[config.mk]
export PLATFORM = sky130hd
export DESIGN_NAME = pm_task_event_regs
export DESIGN_NICKNAME = d
export VERILOG_FILES = /design/src/rtl/pm_te_pkg.sv /design/src/rtl/pm_chan_cfg.sv /design/src/rtl/pm_task_unit.sv /design/src/rtl/pm_event_unit.sv /design/src/rtl/pm_task_event_regs.sv
export SDC_FILE = /design/constraint.sdc
export NUM_CORES = 1
export LEC_CHECK = 0
export BUFFER_PORTS_ARGS = -buffer_cell sky130_fd_sc_hd__buf_4
export CORE_MARGIN = 2
export CORE_UTILIZATION = 51
export CTS_CLUSTER_DIAMETER = 80
export DETAILED_ROUTE_END_ITERATION = 8
export PLACE_DENSITY_LB_ADDON = 0.25
export SLEW_MARGIN = 20
export SYNTH_ARGS = -nofsm -noshare
export SYNTH_HDL_FRONTEND = slang
export SYNTH_HIERARCHICAL = 1
export SYNTH_SLANG_ARGS = --single-unit
[constraint.sdc]
create_clock -name clk_i -period 2.06 [get_ports clk_i]
set_clock_uncertainty 0.15 [all_clocks]
set_input_delay 0.103 -clock clk_i [delete_from_list [all_inputs] [get_ports clk_i]]
set_output_delay 0.103 -clock clk_i [all_outputs]
set_load 0.02 [all_outputs]
[src/rtl/pm_te_pkg.sv]
package pm_te_pkg;
  localparam int NUM_TASK = 2;
  localparam int NUM_EVT  = 3;
  localparam int OFF_W    = 12;

  localparam logic [OFF_W-1:0] TASK_BASE = 12'h078;
  localparam logic [OFF_W-1:0] CFG_SHIFT = 12'h080;  // subscribe/publish sit 0x80 above their task/event
  localparam logic [OFF_W-1:0] EVT_BASE  = 12'h100;
  localparam logic [NUM_EVT-1:0][OFF_W-1:0] EVT_OFF = {12'h118, 12'h114, 12'h108};
  localparam logic [OFF_W-1:0] IEN_DIR   = 12'h300;
  localparam logic [OFF_W-1:0] IEN_SET   = 12'h304;
  localparam logic [OFF_W-1:0] IEN_CLR   = 12'h308;

  function automatic logic [OFF_W-1:0] task_off(input int t);
    return TASK_BASE + OFF_W'(4 * t);
  endfunction

  function automatic logic [OFF_W-1:0] sub_off(input int t);
    return task_off(t) + CFG_SHIFT;
  endfunction

  function automatic logic [OFF_W-1:0] pub_off(input int e);
    return EVT_OFF[e] + CFG_SHIFT;
  endfunction

  // enable bit position follows the event's word offset above EVT_BASE
  function automatic int irq_bit(input int e);
    return int'((EVT_OFF[e] - EVT_BASE) >> 2);
  endfunction

  function automatic logic [31:0] ien_mask();
    logic [31:0] m;
    m = '0;
    for (int e = 0; e < NUM_EVT; e++) m[irq_bit(e)] = 1'b1;
    return m;
  endfunction
endpackage

[src/rtl/pm_chan_cfg.sv]
module pm_chan_cfg #(
  parameter int CHAN_W = 8
) (
  input  logic              clk_i,
  input  logic              rst_ni,
  input  logic              wr_i,
  input  logic              en_d_i,
  input  logic [CHAN_W-1:0] idx_d_i,
  output logic              en_o,
  output logic [CHAN_W-1:0] idx_o
);
  always_ff @(posedge clk_i or negedge rst_ni) begin
    if (!rst_ni) begin
      en_o  <= 1'b0;
      idx_o <= '0;
    end else if (wr_i) begin
      en_o  <= en_d_i;
      idx_o <= idx_d_i;
    end
  end

  a_r3_cfg_hold: assert property (@(posedge clk_i) disable iff (!rst_ni)
    !wr_i |=> ($stable(en_o) && $stable(idx_o)));
endmodule

[src/rtl/pm_task_unit.sv]
module pm_task_unit #(
  parameter int CHAN_W = 8,
  localparam int NUM_CH = 1 << CHAN_W
) (
  input  logic              clk_i,
  input  logic              rst_ni,
  input  logic              sw_fire_i,
  input  logic              sub_en_i,
  input  logic [CHAN_W-1:0] sub_idx_i,
  input  logic [NUM_CH-1:0] chan_in_i,
  output logic              pulse_o
);
  logic sub_hit;
  assign sub_hit = sub_en_i && chan_in_i[sub_idx_i];

  always_ff @(posedge clk_i or negedge rst_ni) begin
    if (!rst_ni) pulse_o <= 1'b0;
    else         pulse_o <= sw_fire_i || sub_hit;
  end

  a_r4_no_spurious: assert property (@(posedge clk_i) disable iff (!rst_ni)
    !(sw_fire_i || sub_hit) |=> !pulse_o);
  a_r2_sw_fire: assert property (@(posedge clk_i) disable iff (!rst_ni)
    sw_fire_i |=> pulse_o);
endmodule

[src/rtl/pm_event_unit.sv]
module pm_event_unit #(
  parameter int CHAN_W = 8,
  localparam int NUM_CH = 1 << CHAN_W
) (
  input  logic              clk_i,
  input  logic              rst_ni,
  input  logic              hw_i,
  input  logic              sw_we_i,
  input  logic              sw_d_i,
  input  logic              pub_en_i,
  input  logic [CHAN_W-1:0] pub_idx_i,
  output logic              flag_o,
  output logic [NUM_CH-1:0] chan_o
);
  always_ff @(posedge clk_i or negedge rst_ni) begin
    if (!rst_ni)      flag_o <= 1'b0;
    else if (hw_i)    flag_o <= 1'b1;  // hardware beats software clear
    else if (sw_we_i) flag_o <= sw_d_i;
  end

  always_ff @(posedge clk_i or negedge rst_ni) begin
    if (!rst_ni) chan_o <= '0;
    else begin
      chan_o <= '0;
      if (hw_i && pub_en_i) chan_o[pub_idx_i] <= 1'b1;
    end
  end

  a_r6_hw_wins: assert property (@(posedge clk_i) disable iff (!rst_ni)
    hw_i |=> flag_o);
  a_r5_flag_hold: assert property (@(posedge clk_i) disable iff (!rst_ni)
    (!hw_i && !sw_we_i) |=> $stable(flag_o));
  a_r7_pub_cause: assert property (@(posedge clk_i) disable iff (!rst_ni)
    (|chan_o) |-> $past(hw_i && pub_en_i));
endmodule

[src/rtl/pm_task_event_regs.sv]
module pm_task_event_regs
  import pm_te_pkg::*;
#(
  parameter int ADDR_W = 12,
  parameter int CHAN_W = 8,
  localparam int NUM_CH = 1 << CHAN_W
) (
  input  logic                clk_i,
  input  logic                rst_ni,
  input  logic [ADDR_W-1:0]   bus_addr_i,
  input  logic                bus_we_i,
  input  logic [31:0]         bus_wdata_i,
  output logic [31:0]         bus_rdata_o,
  input  logic [NUM_EVT-1:0]  evt_pulse_i,
  output logic [NUM_TASK-1:0] task_pulse_o,
  input  logic [NUM_CH-1:0]   chan_in_i,
  output logic [NUM_CH-1:0]   chan_out_o,
  output logic                irq_o
);
  localparam logic [31:0] IEN_MASK = ien_mask();

  logic [NUM_TASK-1:0]             sub_en;
  logic [NUM_TASK-1:0][CHAN_W-1:0] sub_idx;
  logic [NUM_EVT-1:0]              pub_en;
  logic [NUM_EVT-1:0][CHAN_W-1:0]  pub_idx;
  logic [NUM_EVT-1:0]              flag;
  logic [NUM_EVT-1:0][NUM_CH-1:0]  evt_chan;
  logic [NUM_EVT-1:0]              irq_term;
  logic [31:0]                     ien_q;

  function automatic logic hit(input logic [ADDR_W-1:0] a, input logic [OFF_W-1:0] off);
    return a == ADDR_W'(off);
  endfunction

  for (genvar t = 0; t < NUM_TASK; t++) begin : g_task
    pm_chan_cfg #(.CHAN_W(CHAN_W)) u_sub (
      .clk_i, .rst_ni,
      .wr_i   (bus_we_i && hit(bus_addr_i, sub_off(t))),
      .en_d_i (bus_wdata_i[31]),
      .idx_d_i(bus_wdata_i[CHAN_W-1:0]),
      .en_o   (sub_en[t]),
      .idx_o  (sub_idx[t])
    );
    pm_task_unit #(.CHAN_W(CHAN_W)) u_task (
      .clk_i, .rst_ni,
      .sw_fire_i(bus_we_i && hit(bus_addr_i, task_off(t)) && bus_wdata_i[0]),
      .sub_en_i (sub_en[t]),
      .sub_idx_i(sub_idx[t]),
      .chan_in_i,
      .pulse_o  (task_pulse_o[t])
    );
  end

  for (genvar e = 0; e < NUM_EVT; e++) begin : g_evt
    localparam int IB = irq_bit(e);
    pm_chan_cfg #(.CHAN_W(CHAN_W)) u_pub (
      .clk_i, .rst_ni,
      .wr_i   (bus_we_i && hit(bus_addr_i, pub_off(e))),
      .en_d_i (bus_wdata_i[31]),
      .idx_d_i(bus_wdata_i[CHAN_W-1:0]),
      .en_o   (pub_en[e]),
      .idx_o  (pub_idx[e])
    );
    pm_event_unit #(.CHAN_W(CHAN_W)) u_evt (
      .clk_i, .rst_ni,
      .hw_i     (evt_pulse_i[e]),
      .sw_we_i  (bus_we_i && hit(bus_addr_i, EVT_OFF[e])),
      .sw_d_i   (bus_wdata_i[0]),
      .pub_en_i (pub_en[e]),
      .pub_idx_i(pub_idx[e]),
      .flag_o   (flag[e]),
      .chan_o   (evt_chan[e])
    );
    assign irq_term[e] = flag[e] && ien_q[IB];
  end

  always_comb begin
    chan_out_o = '0;
    for (int e = 0; e < NUM_EVT; e++) chan_out_o |= evt_chan[e];
  end

  assign irq_o = |irq_term;

  // one enable store, three aliases
  always_ff @(posedge clk_i or negedge rst_ni) begin
    if (!rst_ni) ien_q <= '0;
    else if (bus_we_i) begin
      if (hit(bus_addr_i, IEN_DIR))      ien_q <= bus_wdata_i & IEN_MASK;
      else if (hit(bus_addr_i, IEN_SET)) ien_q <= ien_q | (bus_wdata_i & IEN_MASK);
      else if (hit(bus_addr_i, IEN_CLR)) ien_q <= ien_q & ~bus_wdata_i;
    end
  end

  always_comb begin
    bus_rdata_o = '0;
    if (hit(bus_addr_i, IEN_DIR) || hit(bus_addr_i, IEN_SET) || hit(bus_addr_i, IEN_CLR))
      bus_rdata_o = ien_q;
    for (int t = 0; t < NUM_TASK; t++)
      if (hit(bus_addr_i, sub_off(t))) begin
        bus_rdata_o[31]         = sub_en[t];
        bus_rdata_o[CHAN_W-1:0] = sub_idx[t];
      end
    for (int e = 0; e < NUM_EVT; e++) begin
      if (hit(bus_addr_i, EVT_OFF[e])) bus_rdata_o[0] = flag[e];
      if (hit(bus_addr_i, pub_off(e))) begin
        bus_rdata_o[31]         = pub_en[e];
        bus_rdata_o[CHAN_W-1:0] = pub_idx[e];
      end
    end
  end

  a_r8_ien_masked: assert property (@(posedge clk_i) disable iff (!rst_ni)
    (ien_q & ~IEN_MASK) == '0);
  a_r9_set_alias: assert property (@(posedge clk_i) disable iff (!rst_ni)
    (bus_we_i && hit(bus_addr_i, IEN_SET)) |=>
      ((ien_q & $past(bus_wdata_i & IEN_MASK)) == $past(bus_wdata_i & IEN_MASK)));
  a_r9_clr_alias: assert property (@(posedge clk_i) disable iff (!rst_ni)
    (bus_we_i && hit(bus_addr_i, IEN_CLR)) |=> ((ien_q & $past(bus_wdata_i)) == '0));
  a_r10_irq_needs_flag: assert property (@(posedge clk_i) disable iff (!rst_ni)
    irq_o |-> (|flag));
endmodule

==> key figures <==
Layout
  • Final net count: 3898
  • Fill cell count: 4930
  • Register area: 21300 um^2
  • Commonest cells after routing, fill and taps aside: dfrtp_1, buf_4, nor3_1
  • Area grow syn2layout: 30.8%
  • Fin util: 67.6%
  • Area of the multi-input gates: 12900 um^2
  • Commonest non-fill, non-tap cell in the layout: dfrtp_1
  • Cell area after layout: 46600 um^2
  • Ratio of cells with drive above 1 in the final layout: between 30% and 40%

Power
  • Power Total: 34.0 mW
  • Sw Pwr: 7.38 mW
  • Clock power frac: 46.0%
  • Power Density: 730 nW/um^2
  • Leak: 22.1 nW
  • Int Power: 26.7 mW
  • Sequential cell fraction of total power: 49.1%
  • Worst vdd ir: between 500 and 600 uV
  • Comb pwr share: 4.9%
  • Switching share of power: about 22%

Synthesis
  • Synth Area in Compound Gates: 2.88%
  • Synth area leader: dfrtp_1
  • Synth area leaders: dfrtp_1, nor3_1, mux4_2, or3_1, clkbuf_1
  • Mapped cell area: 35600 um^2
  • Syn_area_per_cell: ~12 um^2
  • Main combinational cell family by area after synthesis: simple AND/OR/NAND/NOR gates
  • Adder-cell area share of the yosys netlist: 0%
  • Post-synthesis sequential element count: 850
  • Top cell type's share of synthesized area: 59.7%
  • Top_reg_cell synth: dfrtp_1
  • Synth Area in Simple Gates: 21.7%
  • Post-synthesis mux area share: 10.7%
  • Synth unique cells: between 60 and 70
  • Yosys Warn Count: 6
  • Post-synth EDFFs: 0
  • Asr flop ratio synth: 100%
  • Post-synthesis xor/xnor area fraction: 0%
  • Sequential-to-total area share from yosys stat: slightly below 60%
  • Syn nets: 3192
  • Mapped Cells: 2886

Placement
  • Area of placed instances: 42500 um^2
  • Post-DP HPWL: 90.1 mm
  • I/O Buffers: around 600
  • GPL Wtd Cong: 1.11

Detailed routing
  • Initial DRC count: a little over 3000
  • Post-Route WL: 134 mm
  • Antenna viol nets, final: 0
  • Vias: 29400
  • DRT Pass-1 Iters: 7
  • DR vias/cell: 6.38
  • DRC violation count after routing: 0
  • WL/cell: 29.2 um

Critical path
  • FF-to-FF setup slack: -0.39 ns
  • CP required: 2.41 ns
  • R2r startpoint: g_task[0].u_sub/idx_o[0]
  • Crit-path max FO: 5
  • Kind of critical path: flop to flop
  • Worst r2r path cells: 7
  • CP Capture Type: flop
  • Worst R2R End: g_task[0].u_task/pulse_o
  • Worst EP arrival: 2.80 ns
  • Setup crit start kind: flop

Floorplanning
  • Ports: 597
  • Core Area: 68900 um^2
  • Rows: 96
  • Die area: 72000 um^2
  • DIE HEIGHT: approximately 270 um
  • Starting Density: 51.7%
  • Die width: 268 um

Timing
  • Tightest Pin Transition: 0.666 ns
  • Setup violators final: 10
  • Slew Viols, Final: 0
  • Final period util: 119%
  • Sum of negative setup slack: -1.83 ns
  • Max Fclk: between 400 and 500 MHz
  • Slew HR: 55.6%
  • Final Hold Viols: 0
  • RSZ-0062 raised after global routing: true
  • Fin Hold WS: ~0.042 ns
  • PnR worst setup slack: -0.392 ns
  • Min cycle time layout: around 2.5 ns

Worst hold path
  • Min-Delay Startpoint: bus_addr_i[1]
  • Hold Path Cell Cnt: 5
  • Hold EP: g_task[1].u_task/pulse_o
  • Path type of the worst min-delay path: input pin to flop

Global route
  • Global Route Usage Sum: approximately 37%
  • Number of global-route vias before repair: 30400
  • First-pass GRT wire length: 197 mm
  • Largest net degree at the start of global routing: 90
  • Initial antenna violation count: 12
  • Total grt overflow: 0

Clocking
  • Clock Path Buffers: 3
  • Reg clk slew, reported paths: 0.06 ns
  • H-tree levels: 3
  • CTS root buf: clkbuf_16
  • CTS Sinks: 850
  • Worst-Skew Late Latency: 0.63 ns
  • CTS Buf Count: 85
  • CTS tree: done

Outcome
  • Failing checks: setup timing
  • Status: complete, but fails checks

Flow run
  • Number of max-cap violations: 0
==> critical path, cell delays in order, from the launching register on <==
cell     delay, ns
dfrtp_4       0.43
buf_8         0.16
buf_12        0.13
mux4_2        0.52
mux4_2        0.51
nor2b_4       0.16
o22ai_2       0.17
o32ai_2       0.10
==> worst max path at each step <==
stage	from	end	cells after the start
after global routing	g_task[0].u_sub/idx_o[0]	g_task[0].u_task/pulse_o	7
after detailed placement	g_task[1].u_sub/idx_o[0]	g_task[1].u_task/pulse_o	7
after CTS	g_task[0].u_sub/idx_o[0]	bus_rdata_o[0]	6
final	g_task[0].u_sub/idx_o[0]	g_task[0].u_task/pulse_o	7
after global placement	g_task[1].u_sub/idx_o[0]	g_task[1].u_task/pulse_o	7
after floorplan	g_task[1].u_sub/idx_o[0]	g_task[1].u_task/pulse_o	8
==> kinds of logic after synthesis <==
family	count (synthesis)
and+or+nand+nor	1350
DFF	850
buffers and inverters	335
muxes	212
AOI/OAI and AO/OA	139
==> metal layers <==
layer	global-route usage (%)	vias up	wire, um
met1	46.7	15000	47500
met4	22.6	0	8930
met2	59.2	1985	63500
met5	0	-	0
met3	9.83	467	14400
li1	-	11900	-
==> layout make-up <==
class / instances / share of cell area, %
tap: 931 / 2.50
antenna: 14 / 0.0752
inverter: 10 / 0.0805
clock buffer: 123 / 5.41
timing repair buffer: 944 / 17.7
clock inverter: 29 / 0.762
multi-input combinational: 1701 / 27.8
sequential: 850 / 45.7
==> metrics by stage <==
stage / setup WS [ns] / std cells
finish: -0.392 / 4602
global route: -0.444 / 4602
CTS: -0.415 / 4581
detailed placement: -0.360 / 4360
global placement: -0.350 / 4360
floorplan: -0.0706 / 2886
==> registers in the layout, indices dropped and copies added (netlist names), named ones only <==
| name | count |
|---|---|
| g_evt.u_pub/idx_o | 24 |
| g_evt.u_pub/en_o | 3 |
| g_evt.u_evt/flag_o | 3 |
| ien_q | 29 |
| g_task.u_task/pulse_o | 2 |
| g_task.u_sub/en_o | 2 |
| g_evt.u_evt/chan_o | 768 |
| g_task.u_sub/idx_o | 16 |
==> cell usage after synthesis, types with 6 or more instances <==
library cell and count:
nor2b_1 11, mux2_4 45, a211oi_1 8, and2_1 29
nand3_1 17, dfrtp_1 850, or3_1 258, mux2i_1 42
a22oi_1 19, nand2b_1 8, or2_2 7, o21ai_0 7
buf_12 10, nand4_1 14, o22ai_1 10, nand2_1 63
mux4_1 8, a31oi_1 8, nor3_2 39, nor3_1 733
a211o_1 6, nand4b_1 28, clkbuf_8 8, nor2_1 54
or4b_1 13, o21a_1 30, a21oi_1 17, o221ai_1 14
nand4bb_1 31, buf_4 8, buf_6 28, buf_1 39
buf_2 39, inv_1 7, clkbuf_1 193, mux2_2 11
mux4_2 106
==> power groups by stage <==
stage          Combinational, mW  Sequential, mW  Clock (mW)
2_1_floorplan              0.363            17.0           0
3_3_place_gp                1.50            17.0           0
4_1_cts                     1.63            16.7        15.8
3_5_place_dp                1.54            17.0           0
5_1_grt                     1.76            16.7        16.5
6_report                    1.66            16.7        15.7
==> timing repair <==
action                     in CTS  in global routing
buffers inserted               29                  4
gates cloned                    1                  3
hold endpoints to repair      999                  0
hold buffers                   46                  0
pin swaps                      25                  7
resized for setup              80                 18
setup endpoints to repair      11                 35
Note: power is estimated with default switching activity, not from simulation.
